**config.mk**
```make
export PLATFORM = sky130hd
export DESIGN_NAME = wavetimer8
export DESIGN_NICKNAME = d
export VERILOG_FILES = /design/src/rtl/wt_pkg.sv /design/src/rtl/wt_counter.sv /design/src/rtl/wt_cmp_bank.sv /design/src/rtl/wt_wavegen.sv /design/src/rtl/wavetimer8.sv
export SDC_FILE = /design/constraint.sdc
export NUM_CORES = 1
export LEC_CHECK = 0
export BUFFER_PORTS_ARGS = -buffer_cell sky130_fd_sc_hd__buf_2
export CAP_MARGIN = 15
export CORE_MARGIN = 2
export CORE_UTILIZATION = 58
export DETAILED_ROUTE_END_ITERATION = 10
export PLACE_DENSITY = 0.79
export SYNTH_ARGS = -nofsm -noshare
export SYNTH_HDL_FRONTEND = slang
export SYNTH_SLANG_ARGS = --single-unit
```
**constraint.sdc**
```tcl
create_clock -name clk -period 7.3 [get_ports clk]
set_clock_uncertainty 0.1 [all_clocks]
set_input_delay 0.365 -clock clk [delete_from_list [all_inputs] [get_ports clk]]
set_output_delay 0.365 -clock clk [all_outputs]
set_load 0.01 [all_outputs]
```
**src/rtl/wt_pkg.sv**
```systemverilog
package wt_pkg;

  typedef struct packed {
    logic top_a;    // TOP taken from channel A compare value
    logic phase;    // dual-slope counting
    logic fast;     // single-slope PWM
    logic upd_top;  // buffered compare loads on TOP step
    logic upd_bot;  // buffered compare loads on BOTTOM step
    logic ovf_bot;  // overflow on BOTTOM step
    logic ovf_top;  // overflow on TOP step
  } wt_cfg_t;

  function automatic wt_cfg_t wt_decode(input logic [2:0] m);
    wt_cfg_t c;
    c = '0;
    case (m)
      3'd1: begin c.phase = 1'b1; c.upd_top = 1'b1; c.ovf_bot = 1'b1; end
      3'd2: begin c.top_a = 1'b1; end
      3'd3: begin c.fast = 1'b1; c.upd_top = 1'b1; end
      3'd5: begin c.top_a = 1'b1; c.phase = 1'b1; c.upd_top = 1'b1; c.ovf_bot = 1'b1; end
      3'd7: begin c.top_a = 1'b1; c.fast = 1'b1; c.upd_bot = 1'b1; c.ovf_top = 1'b1; end
      default: ; // 0, 4, 6: plain wrap-around count
    endcase
    return c;
  endfunction

endpackage

```
**src/rtl/wt_counter.sv**
```systemverilog
module wt_counter #(
  parameter int W = 8
) (
  input  logic         clk,
  input  logic         rst,
  input  logic         en_i,
  input  logic         phase_i,
  input  logic [W-1:0] top_i,
  output logic [W-1:0] cnt_o,
  output logic         at_top_o,
  output logic         at_bot_o,
  output logic         up_step_o
);

  logic [W-1:0] cnt_q;
  logic         dn_q;

  assign cnt_o    = cnt_q;
  assign at_top_o = (cnt_q >= top_i);
  assign at_bot_o = (cnt_q == '0);
  // direction of the step that the next enable would take
  assign up_step_o = !phase_i || (dn_q ? at_bot_o : !at_top_o);

  always_ff @(posedge clk) begin
    if (rst) begin
      cnt_q <= '0;
      dn_q  <= 1'b0;
    end else if (en_i) begin
      if (!phase_i) begin
        dn_q  <= 1'b0;
        cnt_q <= at_top_o ? '0 : cnt_q + 1'b1;
      end else if (!dn_q) begin
        if (at_top_o) begin
          dn_q  <= 1'b1;
          cnt_q <= at_bot_o ? '0 : cnt_q - 1'b1;
        end else begin
          cnt_q <= cnt_q + 1'b1;
        end
      end else begin
        if (at_bot_o) begin
          dn_q  <= 1'b0;
          cnt_q <= at_top_o ? '0 : cnt_q + 1'b1;
        end else begin
          cnt_q <= cnt_q - 1'b1;
        end
      end
    end
  end

endmodule

```
**src/rtl/wt_cmp_bank.sv**
```systemverilog
module wt_cmp_bank #(
  parameter int W  = 8,
  parameter int CH = 2,
  localparam int SEL_W = (CH > 1) ? $clog2(CH) : 1
) (
  input  logic                  clk,
  input  logic                  rst,
  input  logic                  wr_en_i,
  input  logic [SEL_W-1:0]      wr_sel_i,
  input  logic [W-1:0]          wr_data_i,
  input  logic                  imm_i,
  input  logic                  load_i,
  output logic [CH-1:0][W-1:0]  eff_o
);

  for (genvar g = 0; g < CH; g++) begin : g_ch
    logic [W-1:0] buf_q;
    logic [W-1:0] act_q;
    logic         hit;

    assign hit = wr_en_i && (wr_sel_i == SEL_W'(g));

    always_ff @(posedge clk) begin
      if (rst) begin
        buf_q <= '0;
        act_q <= '0;
      end else begin
        if (hit) buf_q <= wr_data_i;
        if (imm_i || load_i) act_q <= buf_q;
      end
    end

    assign eff_o[g] = imm_i ? buf_q : act_q;
  end

endmodule

```
**src/rtl/wt_wavegen.sv**
```systemverilog
module wt_wavegen #(
  parameter int W = 8
) (
  input  logic         clk,
  input  logic         rst,
  input  logic         en_i,
  input  logic         phase_i,
  input  logic         fast_i,
  input  logic [1:0]   cmode_i,
  input  logic [W-1:0] cnt_i,
  input  logic [W-1:0] cmp_i,
  input  logic [W-1:0] top_i,
  input  logic         at_top_i,
  input  logic         up_step_i,
  output logic         wave_o,
  output logic         oe_o
);

  logic wave_q;
  logic oe_q;
  logic wave_d;
  logic hit;
  logic pwm;

  assign hit = (cnt_i == cmp_i);
  assign pwm = phase_i || fast_i;

  always_comb begin
    wave_d = wave_q;
    if (phase_i) begin
      if (cmode_i[1]) begin
        if (cmp_i == top_i) begin
          if (at_top_i) wave_d = ~cmode_i[0];
        end else if (hit) begin
          wave_d = up_step_i ? cmode_i[0] : ~cmode_i[0];
        end
      end
    end else if (fast_i) begin
      if (cmode_i[1]) begin
        if (at_top_i)  wave_d = ~cmode_i[0];
        else if (hit)  wave_d = cmode_i[0];
      end
    end else if (hit) begin
      case (cmode_i)
        2'b01:   wave_d = ~wave_q;
        2'b10:   wave_d = 1'b0;
        2'b11:   wave_d = 1'b1;
        default: wave_d = wave_q;
      endcase
    end
  end

  always_ff @(posedge clk) begin
    if (rst) begin
      wave_q <= 1'b0;
      oe_q   <= 1'b0;
    end else begin
      oe_q <= (cmode_i != 2'b00) && !(pwm && cmode_i == 2'b01);
      if (en_i) wave_q <= wave_d;
    end
  end

  assign wave_o = wave_q;
  assign oe_o   = oe_q;

endmodule

```
**src/rtl/wavetimer8.sv**
```systemverilog
module wavetimer8 #(
  parameter int W = 8
) (
  input  logic         clk,
  input  logic         rst,
  input  logic         cnt_en,
  input  logic         wr_en,
  input  logic         wr_sel,
  input  logic [W-1:0] wr_data,
  input  logic [2:0]   mode,
  input  logic [1:0]   cmode_a,
  input  logic [1:0]   cmode_b,
  output logic [W-1:0] count,
  output logic         wave_a,
  output logic         wave_b,
  output logic         oe_a,
  output logic         oe_b,
  output logic         ovf_flag,
  output logic         match_a,
  output logic         match_b
);
  import wt_pkg::*;

  localparam int          CH   = 2;
  localparam logic [W-1:0] MAXV = {W{1'b1}};

  wt_cfg_t              cfg;
  logic [CH-1:0][W-1:0] eff;
  logic [W-1:0]         top;
  logic [W-1:0]         cnt;
  logic                 at_top, at_bot, up_step;
  logic                 imm, load;
  logic [CH-1:0][1:0]   cm;
  logic [CH-1:0]        wave_v, oe_v;
  logic [CH-1:0]        match_q;
  logic                 ovf_q;

  assign cfg  = wt_decode(mode);
  assign imm  = !(cfg.upd_top || cfg.upd_bot);
  assign top  = cfg.top_a ? eff[0] : MAXV;
  assign load = cnt_en && ((cfg.upd_top && at_top) || (cfg.upd_bot && at_bot));
  assign cm   = {cmode_b, cmode_a};

  wt_cmp_bank #(.W(W), .CH(CH)) u_cmp (
    .clk       (clk),
    .rst       (rst),
    .wr_en_i   (wr_en),
    .wr_sel_i  (wr_sel),
    .wr_data_i (wr_data),
    .imm_i     (imm),
    .load_i    (load),
    .eff_o     (eff)
  );

  wt_counter #(.W(W)) u_cnt (
    .clk       (clk),
    .rst       (rst),
    .en_i      (cnt_en),
    .phase_i   (cfg.phase),
    .top_i     (top),
    .cnt_o     (cnt),
    .at_top_o  (at_top),
    .at_bot_o  (at_bot),
    .up_step_o (up_step)
  );

  for (genvar g = 0; g < CH; g++) begin : g_wave
    wt_wavegen #(.W(W)) u_wg (
      .clk       (clk),
      .rst       (rst),
      .en_i      (cnt_en),
      .phase_i   (cfg.phase),
      .fast_i    (cfg.fast),
      .cmode_i   (cm[g]),
      .cnt_i     (cnt),
      .cmp_i     (eff[g]),
      .top_i     (top),
      .at_top_i  (at_top),
      .up_step_i (up_step),
      .wave_o    (wave_v[g]),
      .oe_o      (oe_v[g])
    );

    always_ff @(posedge clk) begin
      if (rst) match_q[g] <= 1'b0;
      else     match_q[g] <= cnt_en && (cnt == eff[g]);
    end
  end

  always_ff @(posedge clk) begin
    if (rst) begin
      ovf_q <= 1'b0;
    end else begin
      ovf_q <= cnt_en && (cfg.ovf_bot ? at_bot :
                          cfg.ovf_top ? at_top : (cnt == MAXV));
    end
  end

  assign count    = cnt;
  assign wave_a   = wave_v[0];
  assign wave_b   = wave_v[1];
  assign oe_a     = oe_v[0];
  assign oe_b     = oe_v[1];
  assign match_a  = match_q[0];
  assign match_b  = match_q[1];
  assign ovf_flag = ovf_q;

endmodule

```
==> results.yml, run 1 <==
grt:
  busiest_layer: "met2"
  use_met3_pct: 5.00
  grt_antenna_before_repair: 0
  grt_pass1_vias: 2694
  grt_max_degree: 48
  grt_pass1_wl_mm: 12.8
  grt_use_total_pct: 26.3
  use_met1_pct: 36.4
  grt_overflow: 0
  use_met2_pct: 41.6
logic_synthesis:
  yosysWarningCount: 0
  synth_nets: 424
  synth_top_flop_cell: "dfxtp_1"
  ys_seq_elements: 48
  netlist_area_sq_mm: 0.00317
  synth-edff-count: 0
  synth.avg_cell_area_sq_um: 8.07
  yosys.area.top_type: "dfxtp_1"
  synth-async-reset-ratio_pct: 0
  synth.most_common_cell: "dfxtp_1"
  synth.distinct_cells: 57
  synth_area_leaders: "dfxtp_1 30%, mux2i_1 9.2%, nor2_1 5.1%"
  synth.top_cell.area_share_pct: 30.3
  synth_seq_area_share_pct: 30.3
  syn_inst: 393
  synthTopCellsByCount: "48 x dfxtp_1, 43 x nor2_1, 37 x nand2_1, 32 x a21oi_1, 29 x mux2i_1"
route:
  final_antenna_net_count: 0
  wirelength_mm: 7.48
  first_iter_violations: 269
  routedWlPerCell_microns: 15.6
  drcViolationCount: 0
  routed_via_density: 6.00
  vias: 2882
  first_pass_iters: 5
cells_and_area:
  synthToLayoutAreaGrowth_pct: 8.28
  final_nets: 440
  final_area_sq_mm: 0.00343
  multi_input_area_sq_mm: 0.00205
  fillers: 465
  n_antenna_cell: 0
  regArea_sq_um: 961
  drive_gt1_share_pct: 14.1
timing:
  finalMaxSlewViolations: 0
  period_needed_ps: 3690
  tightest_slew_ps: 830
  max-slew-margin-rel_pct: 44.6
  fmax_mhz: 271
  final_hold_viol_count: 0
  fin_crit_sh_pct: 50.5
  setup-tns-final_ps: 0
  setup_viol: 0
  rsz0062_at_grt: "no"
placed_design:
  dp.final_hpwl_mm: 5.41
  port_buffers: 34
  globalplace.congestion: 0.931
  postPlaceCellArea_sq_mm: 0.00331
critical_path:
  crit_required_ps: 7380
  r2r_start: "u_cmp.g_ch[0].act_q[0]"
  ff2ff_setup_slack_ps: 4050
  worst-r2r-cell-count: 11
  worstSetupEndpoint: "u_cnt.cnt_o[4]"
  endpoint_kind: "register"
  cp-startpoint: "mode[0]"
  crit_type: "input pin to register"
  worstReg2RegEnd: "u_cnt.cnt_o[4]"
  start_kind: "input pin"
  path_max_fanout: 30
  cp.arrival_ps: 3770
clock_network:
  insertion_delay_ps: 320
  clock_sinks: 48
  holdBufCountCts: 0
  cts_resized: 0
  cts_setup_buffers: 0
  clk_pin_slew_ps: 100
  htreeDepth: 2
  clock_path_buffers: 2
  cts-root-buf: "clkbuf_8"
  tritoncts: "built"
  numCtsBuffers: 5
floorplanning:
  die_area_sq_mm: 0.00608
  initial_utilization_pct: 60.9
  rows: 26
  die-width_microns: 78.0
  num_io_pins: 35
  fp.coreArea_sq_mm: 0.00520
  die-height_microns: 78.0
power:
  ir_worst_vdd_v: 0.0000925
  leakagePower_uw: 0.00148
  power_density_mw_per_mm2: 178
hold_path:
  hp-class: "input pin to register"
status:
  status: "finished clean"
flow_run:
  cap_violations: 0
-- per-layer routing --
metal,vias to the layer above,share of wire (%)
met1,1330,47
met5,-,0
met3,14,6.1
li1,1442,-
met4,0,1.6
met2,96,46
-- critical path: stages --
cell and delay (ps):
buf_2 570, and2_4 270, or2_1 290, nand2_1 90
ha_1 270, nand2b_1 140, a21o_1 170, a211o_1 330
a21o_1 310, o21ai_1 450, a2bb2o_1 330, nand3b_1 80
a21oi_1 60
-- cell usage in the layout, fill, tap and decap left out, types with 2 or more instances in the layout --
cell / Yosys / layout
a211oi_1: 5 / 5
a21o_1: 5 / 5
a21oi_1: 32 / 32
a221oi_1: 3 / 3
a22oi_1: 2 / 2
a311oi_1: 2 / 2
a31oi_1: 6 / 6
and2_1: 5 / 5
and3_1: 4 / 4
buf_2: 0 / 34
clkbuf_8: 0 / 6
dfxtp_1: 48 / 48
ha_1: 11 / 11
inv_1: 11 / 11
inv_2: 2 / 2
mux2_2: 6 / 6
mux2i_1: 29 / 29
nand2_1: 37 / 37
nand2b_1: 7 / 7
nand3_1: 12 / 12
nand4_1: 8 / 8
nor2_1: 43 / 43
nor2b_1: 5 / 5
nor3_1: 9 / 9
nor4_1: 6 / 6
o211ai_1: 3 / 3
o21ai_0: 8 / 8
o21ai_1: 5 / 5
o22ai_1: 4 / 4
o31ai_1: 4 / 4
or4_1: 2 / 2
xnor2_1: 15 / 15
xor2_1: 6 / 6
-- final cells by class --
type,count,area share (%)
Timing Repair Buffer,34,4.95
Tap cell,70,2.55
Inverter,13,1.42
Sequential cell,48,28.0
Clock inverter,2,1.13
Clock buffer,6,2.40
Multi-Input combinational cell,307,59.6
-- how the worst min path moves through the flow --
stage	to	from	depth (start not counted)
finish	u_cmp.g_ch[0].buf_q[6]	wr_data[6]	3
global route	u_cmp.g_ch[0].buf_q[5]	wr_data[5]	3
CTS	u_cmp.g_ch[0].buf_q[6]	wr_data[6]	3
detailed placement	u_cmp.g_ch[0].buf_q[4]	u_cmp.g_ch[0].buf_q[4]	2
global placement	u_cmp.g_ch[0].buf_q[4]	u_cmp.g_ch[0].buf_q[4]	2
floorplan	u_cmp.g_ch[1].buf_q[6]	u_cmp.g_ch[1].buf_q[6]	2
-- report_power, final --
group	internal (uW)	switching [uW]	total (uW)
Clock	112	95.3	207
Sequential	272	11.3	283
Combinational	48.8	71.3	120
Total	433	178	611
-- state kept, by name, summed over array words and instances, names as in the netlist --
signal              cells
g_wave.u_wg.wave_o      2
ovf_flag                1
u_cmp.g_ch.buf_q       16
g_wave.u_wg.oe_o        2
match_a                 1
match_b                 1
u_cnt.dn_q              1
u_cmp.g_ch.act_q       16
u_cnt.cnt_o             8
-- through the flow --
stage	total power, uW	setup WS, ps	util (%)	instances	hold WS (ps)
finish	611	3610	66.0	480	198
global route	641	3330	66.0	480	189
CTS	611	3650	66.0	480	194
detailed placement	407	3330	63.7	472	367
global placement	404	3410	63.7	472	362
floorplan	378	3940	-	393	345
-- logic make-up (layout without fill, tap and decap cells) --
group | Yosys count | after routing | share of synthesized area [%]
flops | 48 | 48 | 30.3
mux | 37 | 37 | 12.1
compound gates | 93 | 93 | 19.7
simple gates | 145 | 145 | 22.6
xor+xnor | 21 | 21 | 5.80
buf+inv | 38 | 55 | 5.21
fa+ha+maj | 11 | 11 | 4.34
(Power assumes the default switching activity.)
==> run 2: changes to the inputs <==
--- a/config.mk
+++ b/config.mk
@@ -8,9 +8,9 @@
 export BUFFER_PORTS_ARGS = -buffer_cell sky130_fd_sc_hd__buf_2
 export CAP_MARGIN = 15
 export CORE_MARGIN = 2
-export CORE_UTILIZATION = 58
+export CORE_UTILIZATION = 53
 export DETAILED_ROUTE_END_ITERATION = 10
-export PLACE_DENSITY = 0.79
+export PLACE_DENSITY = 0.76
 export SYNTH_ARGS = -nofsm -noshare
 export SYNTH_HDL_FRONTEND = slang
 export SYNTH_SLANG_ARGS = --single-unit
==> constraint.sdc (replaced) <==
create_clock -name clk -period 3.16 [get_ports clk]
set_clock_uncertainty 0.1 [all_clocks]
set_input_delay 0.158 -clock clk [delete_from_list [all_inputs] [get_ports clk]]
set_output_delay 0.158 -clock clk [all_outputs]
set_load 0.01 [all_outputs]
==> run 2 against run 1 <==
  * Combinational power grew to 2.6 times the previous value
  * Sequential power grew 130%
  * Critical path depth is 2 lower
  * First-iteration DRC count decreased by 19%
  * Die area up 8.9%
  * Critical path type is now register to register
  * Largest cell class unchanged
==> results.yml, run 2 (synthesis results as in run 1) <==
floorplanning:
  die-width_microns: 81.4
  initial_utilization_pct: 54.2
  fp.coreArea_sq_mm: 0.00585
  die_area_sq_mm: 0.00662
  num_io_pins: 35
  rows: 28
  die-height_microns: 81.4
clock_network:
  clk_pin_slew_ps: 90
  clock_sinks: 48
  insertion_delay_ps: 310
  htreeDepth: 2
  tritoncts: "built"
  clock_path_buffers: 2
  numCtsBuffers: 5
  cts_setup_buffers: 0
  cts-root-buf: "clkbuf_8"
cells_and_area:
  synthToLayoutAreaGrowth_pct: 16.0
  drive_gt1_share_pct: 19.7
  final_nets: 467
  final_area_sq_mm: 0.00368
  fillers: 513
  layout_common_cells: "48 x dfxtp_1, 43 x nor2_1, 37 x nand2_1"
  multi_input_area_sq_mm: 0.00205
  final_cells: 512
  n_antenna_cell: 0
  final_common_cell: "dfxtp_1"
  regArea_sq_um: 961
critical_path:
  worstSetupEndpoint: "g_wave[0].u_wg.wave_o"
  cp-startpoint: "u_cmp.g_ch[0].buf_q[0]"
  start_kind: "register"
  critPathMaxStageDelay_ps: 360
  cp.arrival_ps: 3000
  endpoint_kind: "register"
  path_max_fanout: 9
  r2r_start: "u_cmp.g_ch[0].buf_q[0]"
  worstReg2RegEnd: "g_wave[0].u_wg.wave_o"
  cp_slowest_cell: "mux2_2"
  cp_cell_sequence: "mux2i_2, nand2_1, ha_1, nand2b_1, a21o_1, a211o_1, a21o_1, nor3_1, a21oi_1, o221ai_1, mux2_2"
  crit_top_cell: "a21o_1"
  ff2ff_setup_slack_ps: 260
  crit_required_ps: 3260
  crit_type: "register to register"
  worst-r2r-cell-count: 11
power:
  switching_share_pct: 28.7
  combPwrFrac_pct: 22.1
  power_density_mw_per_mm2: 389
  leakagePower_uw: 0.00162
  pwr-share-clk_pct: 32.9
  p_sw_uw: 411
  ir_worst_vdd_v: 0.000235
  p_total_uw: 1430
  intPower_uw: 1020
  seqPwrFrac_pct: 45.0
placed_design:
  place_ws_ps: 36.2
  dp.final_hpwl_mm: 6.03
  port_buffers: 34
  postPlaceCellArea_sq_mm: 0.00354
  globalplace.congestion: 0.935
  placedCellCount: 503
route:
  wirelength_mm: 7.97
  drcViolationCount: 0
  routed_via_density: 5.96
  first_iter_violations: 219
  routedWlPerCell_microns: 15.6
  final_antenna_net_count: 0
  vias: 3051
  first_pass_iters: 5
hold_path:
  hold_depth: 3
  hp-class: "input pin to register"
  hp-start: "wr_data[4]"
timing:
  rsz0062_at_grt: "no"
  fin_crit_sh_pct: 91.7
  tightest_slew_ps: 857
  setup_viol: 0
  final_hold_viol_count: 0
  setup_ws_ps: 263
  fmax_mhz: 345
  max-slew-margin-rel_pct: 42.8
  finalMaxSlewViolations: 0
  period_needed_ps: 2900
  setup-tns-final_ps: 0
grt:
  grt_use_total_pct: 25.9
  grt_antenna_before_repair: 0
  grt_max_degree: 48
  grt_pass1_wl_mm: 13.3
  grt_overflow: 0
  grt_pass1_vias: 2787
status:
  status: "finished clean"
flow_run:
  cap_violations: 0
-- run 2: final cells by class --
| cell class | count | area share, % |
|---|---|---|
| multi-input combinational | 307 | 55.8 |
| sequential | 48 | 26.1 |
| timing repair buffer | 61 | 10.9 |
| tap | 75 | 2.55 |
| clock buffer | 6 | 2.24 |
| inverter | 13 | 1.33 |
| clock inverter | 2 | 1.05 |
-- run 2: what timing repair did --
action	in CTS	in global routing
hold buffers	1	0
hold endpoints to repair	1	0
setup endpoints to repair	0	1
gates resized for setup	0	2
-- run 2: worst min path at each step --
stage / endpoint / slack [ps]
2_1_floorplan: g_wave[0].u_wg.oe_o / 190
5_1_grt: u_cmp.g_ch[0].buf_q[1] / 8
3_5_place_dp: u_cmp.g_ch[0].buf_q[5] / 320
3_3_place_gp: u_cmp.g_ch[0].buf_q[2] / 310
6_report: u_cmp.g_ch[0].buf_q[4] / 7
4_1_cts: u_cmp.g_ch[0].buf_q[2] / 4
-- run 2: power groups by stage --
stage	Clock (uW)	Sequential, uW	Combinational, uW
final	471	645	316
after global routing	510	648	351
after CTS	481	644	312
after floorplan	0	661	213
after detailed placement	0	659	310
after global placement	0	658	305
-- run 2: metal layers --
metal  wire, microns  up-vias  GRT usage, %  share of wire, %
li1                -     1509             -                 -
met1            3590     1420          34.1                45
met2            3670      102          41.7                46
met3             464       20          4.78               5.8
met4             238        0          10.7               3.0
met5               0        -             0                 0
-- run 2: worst max-delay path, delay by kind of cell, from the launching register on --
family | cells | cell delay, ps
flops | 1 | 340
compound gates | 5 | 1080
fa+ha+maj | 1 | 270
simple gates | 3 | 430
mux | 2 | 570
-- run 2: metrics by stage --
stage | hold slack (ps) | util [%]
after floorplan | 186 | -
after global placement | 310 | 60.5
after detailed placement | 320 | 60.5
after CTS | 3.71 | 62.7
after global routing | 8.17 | 62.9
final | 6.99 | 62.9
